<file path="src/rtl/moesi_pkg.sv">
package moesi_pkg;

  typedef enum logic [2:0] {
    LS_INV = 3'd0,
    LS_SHD = 3'd1,
    LS_EXC = 3'd2,
    LS_OWN = 3'd3,
    LS_MOD = 3'd4
  } line_st_t;

  typedef enum logic [1:0] {
    SN_RD_SHARED = 2'd0,
    SN_UPGRADE   = 2'd1,
    SN_RD_EXCL   = 2'd2,
    SN_NOP       = 2'd3
  } snoop_kind_t;

  typedef enum logic [2:0] {
    EV_NONE     = 3'd0,
    EV_SNOOP    = 3'd1,
    EV_UPG_DONE = 3'd2,
    EV_FILL     = 3'd3,
    EV_WRITE    = 3'd4
  } line_ev_t;

  // {valid, writable, readable, dirty}
  function automatic logic [3:0] st_attr(line_st_t s);
    case (s)
      LS_SHD:  return 4'b1010;
      LS_EXC:  return 4'b1110;
      LS_OWN:  return 4'b1011;
      LS_MOD:  return 4'b1111;
      default: return 4'b0000;
    endcase
  endfunction

endpackage

</file>
<file path="src/rtl/moesi_next_state.sv">
module moesi_next_state
  import moesi_pkg::*;
(
  input  line_st_t    cur,
  input  line_ev_t    ev,
  input  snoop_kind_t kind,
  input  logic        excl,
  output line_st_t    nxt,
  output logic        supply,
  output logic        hit,
  output logic        upg_issue,
  output logic        data_we
);

  always_comb begin
    nxt       = cur;
    supply    = 1'b0;
    hit       = 1'b0;
    upg_issue = 1'b0;
    data_we   = 1'b0;
    case (ev)
      EV_SNOOP: begin
        case (kind)
          SN_RD_SHARED: begin
            if (cur == LS_MOD || cur == LS_OWN) begin
              nxt    = LS_OWN;
              supply = 1'b1;
            end else if (cur == LS_EXC) begin
              nxt = LS_SHD;
            end
          end
          SN_RD_EXCL: begin
            supply = (cur == LS_MOD) || (cur == LS_OWN);
            nxt    = LS_INV;
          end
          SN_UPGRADE: nxt = LS_INV;
          default: ;
        endcase
      end
      EV_UPG_DONE: begin
        nxt     = LS_MOD;
        data_we = 1'b1;
      end
      EV_FILL: begin
        nxt     = excl ? LS_EXC : LS_SHD;
        data_we = 1'b1;
      end
      EV_WRITE: begin
        if (cur == LS_EXC || cur == LS_MOD) begin
          nxt     = LS_MOD;
          hit     = 1'b1;
          data_we = 1'b1;
        end else if (cur == LS_SHD || cur == LS_OWN) begin
          upg_issue = 1'b1;
        end
      end
      default: ;
    endcase
  end

endmodule

</file>
<file path="src/rtl/moesi_line_store.sv">
module moesi_line_store
  import moesi_pkg::*;
#(
  parameter int LINES  = 4,
  parameter int LINE_W = 64,
  localparam int IDX_W = $clog2(LINES)
) (
  input  logic              clk,
  input  logic              rst,
  input  logic              st_we,
  input  logic [IDX_W-1:0]  w_idx,
  input  line_st_t          st_wval,
  input  logic              d_we,
  input  logic [LINE_W-1:0] d_wdata,
  input  logic [IDX_W-1:0]  rd_idx,
  output line_st_t          rd_st,
  output logic [LINE_W-1:0] rd_data,
  input  logic [IDX_W-1:0]  q_idx,
  output line_st_t          q_st,
  output line_st_t          st_all [LINES]
);

  line_st_t          st_q [LINES];
  logic [LINE_W-1:0] mem  [LINES];

  always_ff @(posedge clk) begin
    if (rst) begin
      for (int i = 0; i < LINES; i++) st_q[i] <= LS_INV;
      q_st <= LS_INV;
    end else begin
      if (st_we) st_q[w_idx] <= st_wval;
      q_st <= st_q[q_idx];
    end
  end

  always_ff @(posedge clk) begin
    if (d_we) mem[w_idx] <= d_wdata;
  end

  assign rd_st   = st_q[rd_idx];
  assign rd_data = mem[rd_idx];
  assign st_all  = st_q;

endmodule

</file>
<file path="src/rtl/moesi_rsp_delay.sv">
module moesi_rsp_delay #(
  parameter int DEPTH = 3,
  parameter int W     = 64
) (
  input  logic         clk,
  input  logic         rst,
  input  logic         in_valid,
  input  logic [W-1:0] in_data,
  output logic         out_valid,
  output logic [W-1:0] out_data
);

  logic [DEPTH-1:0] v_q;
  logic [W-1:0]     d_q [DEPTH];

  for (genvar g = 0; g < DEPTH; g++) begin : g_stage
    if (g == 0) begin : g_head
      always_ff @(posedge clk) begin
        if (rst) v_q[0] <= 1'b0;
        else     v_q[0] <= in_valid;
        d_q[0] <= in_data;
      end
    end else begin : g_tail
      always_ff @(posedge clk) begin
        if (rst) v_q[g] <= 1'b0;
        else     v_q[g] <= v_q[g-1];
        d_q[g] <= d_q[g-1];
      end
    end
  end

  assign out_valid = v_q[DEPTH-1];
  assign out_data  = d_q[DEPTH-1];

endmodule

</file>
<file path="src/rtl/moesi_snoop_ctrl.sv">
module moesi_snoop_ctrl
  import moesi_pkg::*;
#(
  parameter int LINES      = 4,
  parameter int LINE_W     = 64,
  parameter int RESP_DELAY = 3,
  localparam int IDX_W     = $clog2(LINES)
) (
  input  logic              clk,
  input  logic              rst,
  input  logic              fill_valid,
  input  logic [IDX_W-1:0]  fill_idx,
  input  logic              fill_excl,
  input  logic [LINE_W-1:0] fill_data,
  input  logic              wr_valid,
  input  logic [IDX_W-1:0]  wr_idx,
  input  logic [LINE_W-1:0] wr_data,
  input  logic              upg_done,
  input  logic              snp_valid,
  input  logic [1:0]        snp_kind,
  input  logic [IDX_W-1:0]  snp_idx,
  input  logic [IDX_W-1:0]  q_idx,
  output logic              wr_hit,
  output logic              upg_req,
  output logic              rsp_valid,
  output logic [LINE_W-1:0] rsp_data,
  output logic [2:0]        q_state,
  output logic [3:0]        q_attr
);

  line_ev_t          ev_sel;
  logic [IDX_W-1:0]  ev_idx;
  logic [LINE_W-1:0] ev_wdata;
  line_st_t          cur_st, nxt_st, q_st;
  line_st_t          line_st_all [LINES];
  logic [LINE_W-1:0] cur_data;
  logic              supply, hit, upg_issue, data_we;

  logic              pend_q;
  logic [IDX_W-1:0]  pend_idx_q;
  logic [LINE_W-1:0] pend_data_q;

  // One event per cycle, fixed priority
  always_comb begin
    ev_sel   = EV_NONE;
    ev_idx   = '0;
    ev_wdata = wr_data;
    if (snp_valid) begin
      ev_sel = EV_SNOOP;
      ev_idx = snp_idx;
    end else if (upg_done && pend_q) begin
      ev_sel   = EV_UPG_DONE;
      ev_idx   = pend_idx_q;
      ev_wdata = pend_data_q;
    end else if (fill_valid) begin
      ev_sel   = EV_FILL;
      ev_idx   = fill_idx;
      ev_wdata = fill_data;
    end else if (wr_valid && !pend_q) begin
      ev_sel = EV_WRITE;
      ev_idx = wr_idx;
    end
  end

  moesi_line_store #(.LINES(LINES), .LINE_W(LINE_W)) u_store (
    .clk     (clk),
    .rst     (rst),
    .st_we   (ev_sel != EV_NONE),
    .w_idx   (ev_idx),
    .st_wval (nxt_st),
    .d_we    (data_we),
    .d_wdata (ev_wdata),
    .rd_idx  (ev_idx),
    .rd_st   (cur_st),
    .rd_data (cur_data),
    .q_idx   (q_idx),
    .q_st    (q_st),
    .st_all  (line_st_all)
  );

  moesi_next_state u_next (
    .cur       (cur_st),
    .ev        (ev_sel),
    .kind      (snoop_kind_t'(snp_kind)),
    .excl      (fill_excl),
    .nxt       (nxt_st),
    .supply    (supply),
    .hit       (hit),
    .upg_issue (upg_issue),
    .data_we   (data_we)
  );

  moesi_rsp_delay #(.DEPTH(RESP_DELAY), .W(LINE_W)) u_rsp (
    .clk       (clk),
    .rst       (rst),
    .in_valid  (supply),
    .in_data   (cur_data),
    .out_valid (rsp_valid),
    .out_data  (rsp_data)
  );

  always_ff @(posedge clk) begin
    if (rst) begin
      pend_q  <= 1'b0;
      wr_hit  <= 1'b0;
      upg_req <= 1'b0;
    end else begin
      wr_hit  <= hit;
      upg_req <= upg_issue;
      if (upg_issue)                pend_q <= 1'b1;
      else if (ev_sel == EV_UPG_DONE) pend_q <= 1'b0;
    end
  end

  always_ff @(posedge clk) begin
    if (upg_issue) begin
      pend_idx_q  <= ev_idx;
      pend_data_q <= wr_data;
    end
  end

  assign q_state = q_st;
  assign q_attr  = st_attr(q_st);

endmodule

</file>
<file path="config.mk">
export PLATFORM = sky130hd
export DESIGN_NAME = moesi_snoop_ctrl
export DESIGN_NICKNAME = d
export VERILOG_FILES = /design/src/rtl/moesi_pkg.sv /design/src/rtl/moesi_next_state.sv /design/src/rtl/moesi_line_store.sv /design/src/rtl/moesi_rsp_delay.sv /design/src/rtl/moesi_snoop_ctrl.sv
export SDC_FILE = /design/constraint.sdc
export NUM_CORES = 1
export LEC_CHECK = 0
export BUFFER_PORTS_ARGS = -buffer_cell sky130_fd_sc_hd__buf_4
export CAP_MARGIN = 20
export CORE_UTILIZATION = 29
export CTS_BUF_LIST = sky130_fd_sc_hd__clkbuf_8
export CTS_CLUSTER_DIAMETER = 100
export DETAILED_ROUTE_END_ITERATION = 16
export PLACE_DENSITY_LB_ADDON = 0.3
export SYNTH_ARGS = -nofsm -noshare
export SYNTH_HDL_FRONTEND = slang
export SYNTH_SLANG_ARGS = --single-unit
</file>
<file path="constraint.sdc">
create_clock -name clk -period 7.29 [get_ports clk]
set_input_delay 0.3645 -clock clk [delete_from_list [all_inputs] [get_ports clk]]
set_output_delay 0.3645 -clock clk [all_outputs]
set_load 0.02 [all_outputs]
</file>
After elaboration in Yosys (flattened, before gate mapping). Memory sizes are Yosys's and may differ from the RTL's. Index checks and enable logic that the tools add are counted.

Reduce and logical (&&, ||, !) cells: 14. Magnitude comparators: 3. Eq/ne operators: 14. Bitwise operators: 4. Mux-type cells: 38.

Operators by type and width (count): 64-bit 2-to-1 mux (3); 3-bit 2-to-1 mux (12); 3-bit by 2-bit equality test with 1-bit output, second input constant (6); 4-bit one-hot mux with 4 select lines (1); 3-bit binary-select mux with 2-bit select (2); 12-bit bitwise mux (1); 3-bit one-hot mux with 4 select lines (1); 2-bit 2-to-1 mux (5); 3-bit by 1-bit equality test with 1-bit output, second input constant (3); 3-bit equality test, second input constant (3); 1-bit 2-to-1 mux (9); 2-bit OR reduction (4); 3-bit demux with 2-bit select (1); 3-bit >= comparator, second input constant (2); 2-bit NOT with 3-bit output (2); 3-bit one-hot mux with 2 select lines (1); 1-bit one-hot mux with 2 select lines (2); 1-bit logical AND (3); 1-bit logical OR (3); 3-bit by 1-bit less-than comparator with 1-bit output, second input constant (1); 3-bit nonzero test (1); 2-bit by 1-bit equality test with 1-bit output, second input constant (1); 2-bit equality test, second input constant (1); 2-bit zero test (1); 3 further kinds (4).

Input port bits: 145. Memories: 2. RAM bits: 448. Register bits after elaboration: 87.

Memories: u_store.mem (depth 4, bits a word 64, read ports 1, clocked after Yosys merged registers in 0, write ports 1, RTL line moesi_line_store.sv:24) `logic [LINE_W-1:0] mem [LINES];`; u_rsp.d_q (depth 3, bits a word 64, read ports 3, clocked after Yosys merged registers in 0, write ports 3, RTL line moesi_rsp_delay.sv:14) `logic [W-1:0] d_q [DEPTH];`.

Logic depth before layout (Yosys ltp).
Depth after elaboration: 16. Mapped depth: 9. Gate-level depth less buffers: 8.

By module. Synthesis repeated with hierarchy kept, for this count alone.

Cells, all modules: 1026. Area total of the unflattened synthesis: 18435.2 µm².

By module, submodules not included: moesi_line_store (times used 1, cells an instance 396, area each 10003.3 µm², seq. area each 7987.7 µm²); moesi_rsp_delay (times used 1, cells an instance 262, area each 4403.0 µm², seq. area each 3903.7 µm²); moesi_snoop_ctrl (times used 1, cells an instance 341, area each 3829.9 µm², seq. area each 2042.0 µm²); moesi_next_state (times used 1, cells an instance 27, area each 198.9 µm², seq. area each 0.0 µm²).

Least setup slack after synthesis. OpenSTA, ideal clock, no wires.

Path type: input to register. Start: input upg_done. End: memory u_store.mem[1][0], enable pin. Slack: 354 ps. Required time: 6725 ps. Data arrival time: 6372 ps. Path buffers: 1. Cell stages on the path: 9. Cell sequence: buf_6 -> a22o_1 -> o221a_4 -> nor2_8 -> inv_4 -> o32ai_4 -> xor2_2 -> a311oi_1 -> nor3_1.

Cells in the longest elaborated chain, start to end: 13.

Ends and longest elaborated chain: start: declaration (RTL line moesi_snoop_ctrl.sv:18) `input logic upg_done,`; 1-bit logical AND * (RTL line moesi_snoop_ctrl.sv:51) `end else if (upg_done && pend_q) begin`; 2-bit 2-to-1 mux (RTL line moesi_snoop_ctrl.sv:51); 2-bit 2-to-1 mux (RTL line moesi_snoop_ctrl.sv:48) `if (snp_valid) begin`; 2-bit NOT with 3-bit output (implied by the code) (RTL line moesi_line_store.sv:40) `assign rd_st = st_q[rd_idx];`; 3-bit binary-select mux with 2-bit select (RTL line moesi_line_store.sv:40); 3-bit 2-to-1 mux (implied by the code) (2 in a row) (RTL line moesi_line_store.sv:40); 3-bit by 2-bit equality test with 1-bit output / 3-bit equality test (equally long branches) (RTL line moesi_next_state.sv:49) `if (cur == LS_EXC || cur == LS_MOD) begin`; 1-bit logical OR (RTL line moesi_next_state.sv:49); 1-bit 2-to-1 mux (RTL line moesi_next_state.sv:49); 1-bit one-hot mux with 2 select lines (RTL line moesi_next_state.sv:21) `case (ev)`; 1-bit 2-to-1 mux (RTL line moesi_line_store.sv:37) `if (d_we) mem[w_idx] <= d_wdata;`; 1-bit 2-to-1 mux (implied by the code) (RTL line moesi_line_store.sv:37); end: declaration (RTL line moesi_line_store.sv:24).

Every way passes the cells marked *; elsewhere a longest branch is shown, timed or not. The select of a mux whose other input is x is not followed.

Worst setup path after layout.
Start: input snp_valid. End: memory u_store.mem[3][41], enable pin.

Cells in the longest elaborated chain, start to end: 11.

Ends and longest elaborated chain: start: declaration (RTL line moesi_snoop_ctrl.sv:19) `input logic snp_valid,`; 2-bit 2-to-1 mux (RTL line moesi_snoop_ctrl.sv:48); 2-bit NOT with 3-bit output (implied by the code) (RTL line moesi_line_store.sv:40); 3-bit binary-select mux with 2-bit select (RTL line moesi_line_store.sv:40); 3-bit 2-to-1 mux (implied by the code) (2 in a row) (RTL line moesi_line_store.sv:40); 3-bit by 2-bit equality test with 1-bit output / 3-bit equality test (equally long branches) (RTL line moesi_next_state.sv:49); 1-bit logical OR (RTL line moesi_next_state.sv:49); 1-bit 2-to-1 mux (RTL line moesi_next_state.sv:49); 1-bit one-hot mux with 2 select lines (RTL line moesi_next_state.sv:21); 1-bit 2-to-1 mux (RTL line moesi_line_store.sv:37); 1-bit 2-to-1 mux (implied by the code) (RTL line moesi_line_store.sv:37).

Several ways; a longest one is shown, not always the timed one. The select of a mux whose other input is x is not followed.

==> run summary <==
Outcome: complete, no violations
Cell Pwr Density: 297.4 nW/um^2
Tot Pwr: 6800 uW
Hold WS: 124.9 ps
Post-synthesis mux area share: 8.408%
Worst Setup End Kind: register
Top cell type's share of synthesized area: 53.17%
Setup ws final: 3417 ps
CP required: 7550 ps
F_max: 258.2 MHz
Clk_lat worst skew: 660 ps
Post-synthesis compound-gate area fraction: 7.087%
Post_cts resized: 0
GRT Residual Overflow: 0
Most Frequent Cell on Critical Path: buf_4
Initial DRT Pass Iterations: 5
H-tree Lvls: 3
Total track usage: 12.79%
IO Port Bufs: 218
Clock sink count: 535
CTS clock-pin slew for the worst setup and hold paths: 60 ps
Kind of critical path: in2reg
Dpl hpwl: 23.49 mm
Hold path endpoint: u_rsp.v_q[0]
CP Cell Sequence: buf_4, inv_1, o221a_4, nor2_8, inv_4, o32ai_4, xor2_2, a311oi_1, nor3_2, buf_4
Post-synthesis async set-or-reset flop share: 0%
Largest family of logic cells by synthesized area: multiplexers
Number of synthesized flops with an enable pin: 322
Max-slew violations: 0
Pleak: 0.008402 uW
GPL Wtd Cong: 0.8314
Row count: 91
Vias in the first global route: 10550
Reg2reg start: pend_q
Vias per Instance: 4.379
Layout cells sized above 1: 32.10%
Synth Area per Inst: 17.24 um^2
Synth area leaders: edfxtp_1 53%, dfxtp_1 23%, mux4_2 8.3%, buf_4 2.8%, a22oi_1 2.7%
Synth cell types: 54
Largest net degree at the start of global routing: 85
CTS Buf Count: 92
Fill count: 5823
Post-Synth Adder-Cell Area: 0%
Worst slack, placed: 2757 ps
Worst-path fanout max: 84
RSZ-0062 raised after global routing: false
Worst-Margin Slew: 1072 ps
Height of the die: 252.4 um
WP data arrival: 4130 ps
Root Buffer: clkbuf_8
Clock Tree Buf Depth: 3
Via count: 9814
Synth Area in XOR/XNOR: 0.1858%
Final hold violations: 0
Total negative slack: 0 ps
Synth Warn #: 0
Initial antenna violation count: 3
Sequential share of the synthesized area: 76.62%
Synthesized Nets: 1200
Die width: 252.4 um
CP max-delay cell: buf_4
Starting Density: 29.41%
Nets: 1470
Minimum clock period: 3873 ps
Crit-path max cell delay: 820 ps
TritonCTS clock tree: built
MaxCap Viol Count: 0
Max VDD drop: 0.1431 mV
Final Util: 36.98%
Core Footprint: 61830 um^2
Drt drc: 0
Worst Reg-to-Reg Cells: 9
First-pass GRT wire length: 61.07 mm
Area grow syn2layout: 25.74%
Worst Skew: 25.36 ps
Max-Slew Margin vs Limit: 28.56%
WL/cell: 18.21 um
Synth Area in Simple Gates: 3.709%
IO Count: 219
Top_reg_cell synth: edfxtp_1
Hold path start: snp_kind[0]
Tcrit/Tclk final: 53.12%
Largest area contributor in the netlist: edfxtp_1
Hold depth: 3
Routed Antenna Nets: 0
Mapped cell area: 18180 um^2
Iter 0 DRT Violations: 500
Post-synthesis register bit count: 535
Hold Path Class: in2reg
R2R setup slack: 3580 ps
WL final: 40.80 mm
Die footprint: 63710 um^2
FF-to-FF End: u_store.mem[3][41]
Post-Syn Instances: 1055
CP startpoint kind: primary input
Final setup viols: 0
[registers in the layout (all words and copies together) (netlist names), 2 cells and up]
| signal | flops |
|---|---|
| u_rsp.d_q | 192 |
| u_store.st_all | 12 |
| pend_data_q | 64 |
| u_store.mem | 256 |
| u_store.q_st | 3 |
| pend_idx_q | 2 |
| u_rsp.v_q | 2 |
[worst max-delay path: cells and delay by family]
kind	cells	cell delay [ps]
buf+inv	4	2090
xor+xnor	1	230
simple gates	2	390
compound gates	3	950
[kinds of logic (layout without fill, tap and decap cells)]
family,count (synthesis),count (layout)
other,0,2
XOR/XNOR,3,3
multiplexers,69,69
buffers and inverters,121,468
flip-flops,535,535
AO/OA/AOI/OAI,189,189
AND/OR/NAND/NOR,138,138
[cells in the mapped netlist (all sizes together) (3+ instances only)]
library cell,n
a211oi,5
a21boi,6
a21oi,13
a22oi,65
a311oi,4
and2,7
and3,4
and3b,3
buf,85
clkbuf,31
dfxtp,213
edfxtp,322
inv,5
mux4,67
nand2,77
nand2b,3
nand3,7
nand4,5
nor2,13
nor2b,3
nor3,6
o211ai,4
o21ai,76
o31ai,3
[power breakdown]
part	total [uW]	switching (uW)	internal (uW)	leakage, uW
combinational	545	304	242	0.00256
clock	2780	1210	1570	0.00112
sequential	3480	59.8	3420	0.00472
[layout by cell type, fill, tap and decap left out, types with 39 or more instances in the layout]
| cell type | count |
|---|---|
| inv_1 | 39 |
| dfxtp_1 | 213 |
| edfxtp_1 | 322 |
| mux4_2 | 67 |
| o21ai_0 | 75 |
| nand2_1 | 77 |
| dlygate4sd3_1 | 65 |
| clkbuf_8 | 105 |
| a22oi_1 | 65 |
| buf_4 | 227 |
[repair_timing]
item	in CTS	in global routing
setup buffers	0	0
hold buffers	65	0
endpoints found under the hold margin	71	0
[worst max-delay path by stage]
stage,start,to,slack (ps),depth (start not counted)
floorplan,upg_done,u_store.mem[1][0],350,9
global placement,snp_valid,u_store.mem[3][19],2840,10
detailed placement,snp_valid,u_store.mem[3][16],2760,10
CTS,snp_valid,u_store.mem[3][41],3510,10
global route,snp_valid,u_store.mem[1][3],3170,10
finish,snp_valid,u_store.mem[3][41],3420,10
[area by class of cell]
| type | instances | area (um^2) | share of cell area, % |
|---|---|---|---|
| antenna | 2 | 5.005 | 0.02189 |
| clock buffer | 105 | 1445 | 6.320 |
| clock inverter | 66 | 481.7 | 2.107 |
| inverter | 5 | 21.27 | 0.09302 |
| multi-input combinational | 399 | 3577 | 15.64 |
| sequential | 535 | 13930 | 60.94 |
| tap | 837 | 1047 | 4.580 |
| timing repair buffer | 292 | 2355 | 10.30 |
[per-layer routing]
metal	track usage, %	share of wire (%)
met5	0	0.020
met4	5.628	2.4
met3	3.018	5.3
met2	21.04	49
met1	15.99	44
[per-stage QoR]
stage	cells	instance area, um^2
after floorplan	1055	18180
after detailed placement	2003	20280
after CTS	2239	22860
final	2241	22870
after global routing	2240	22860
after global placement	2003	20280
Power figures use the tool's default switching activity.
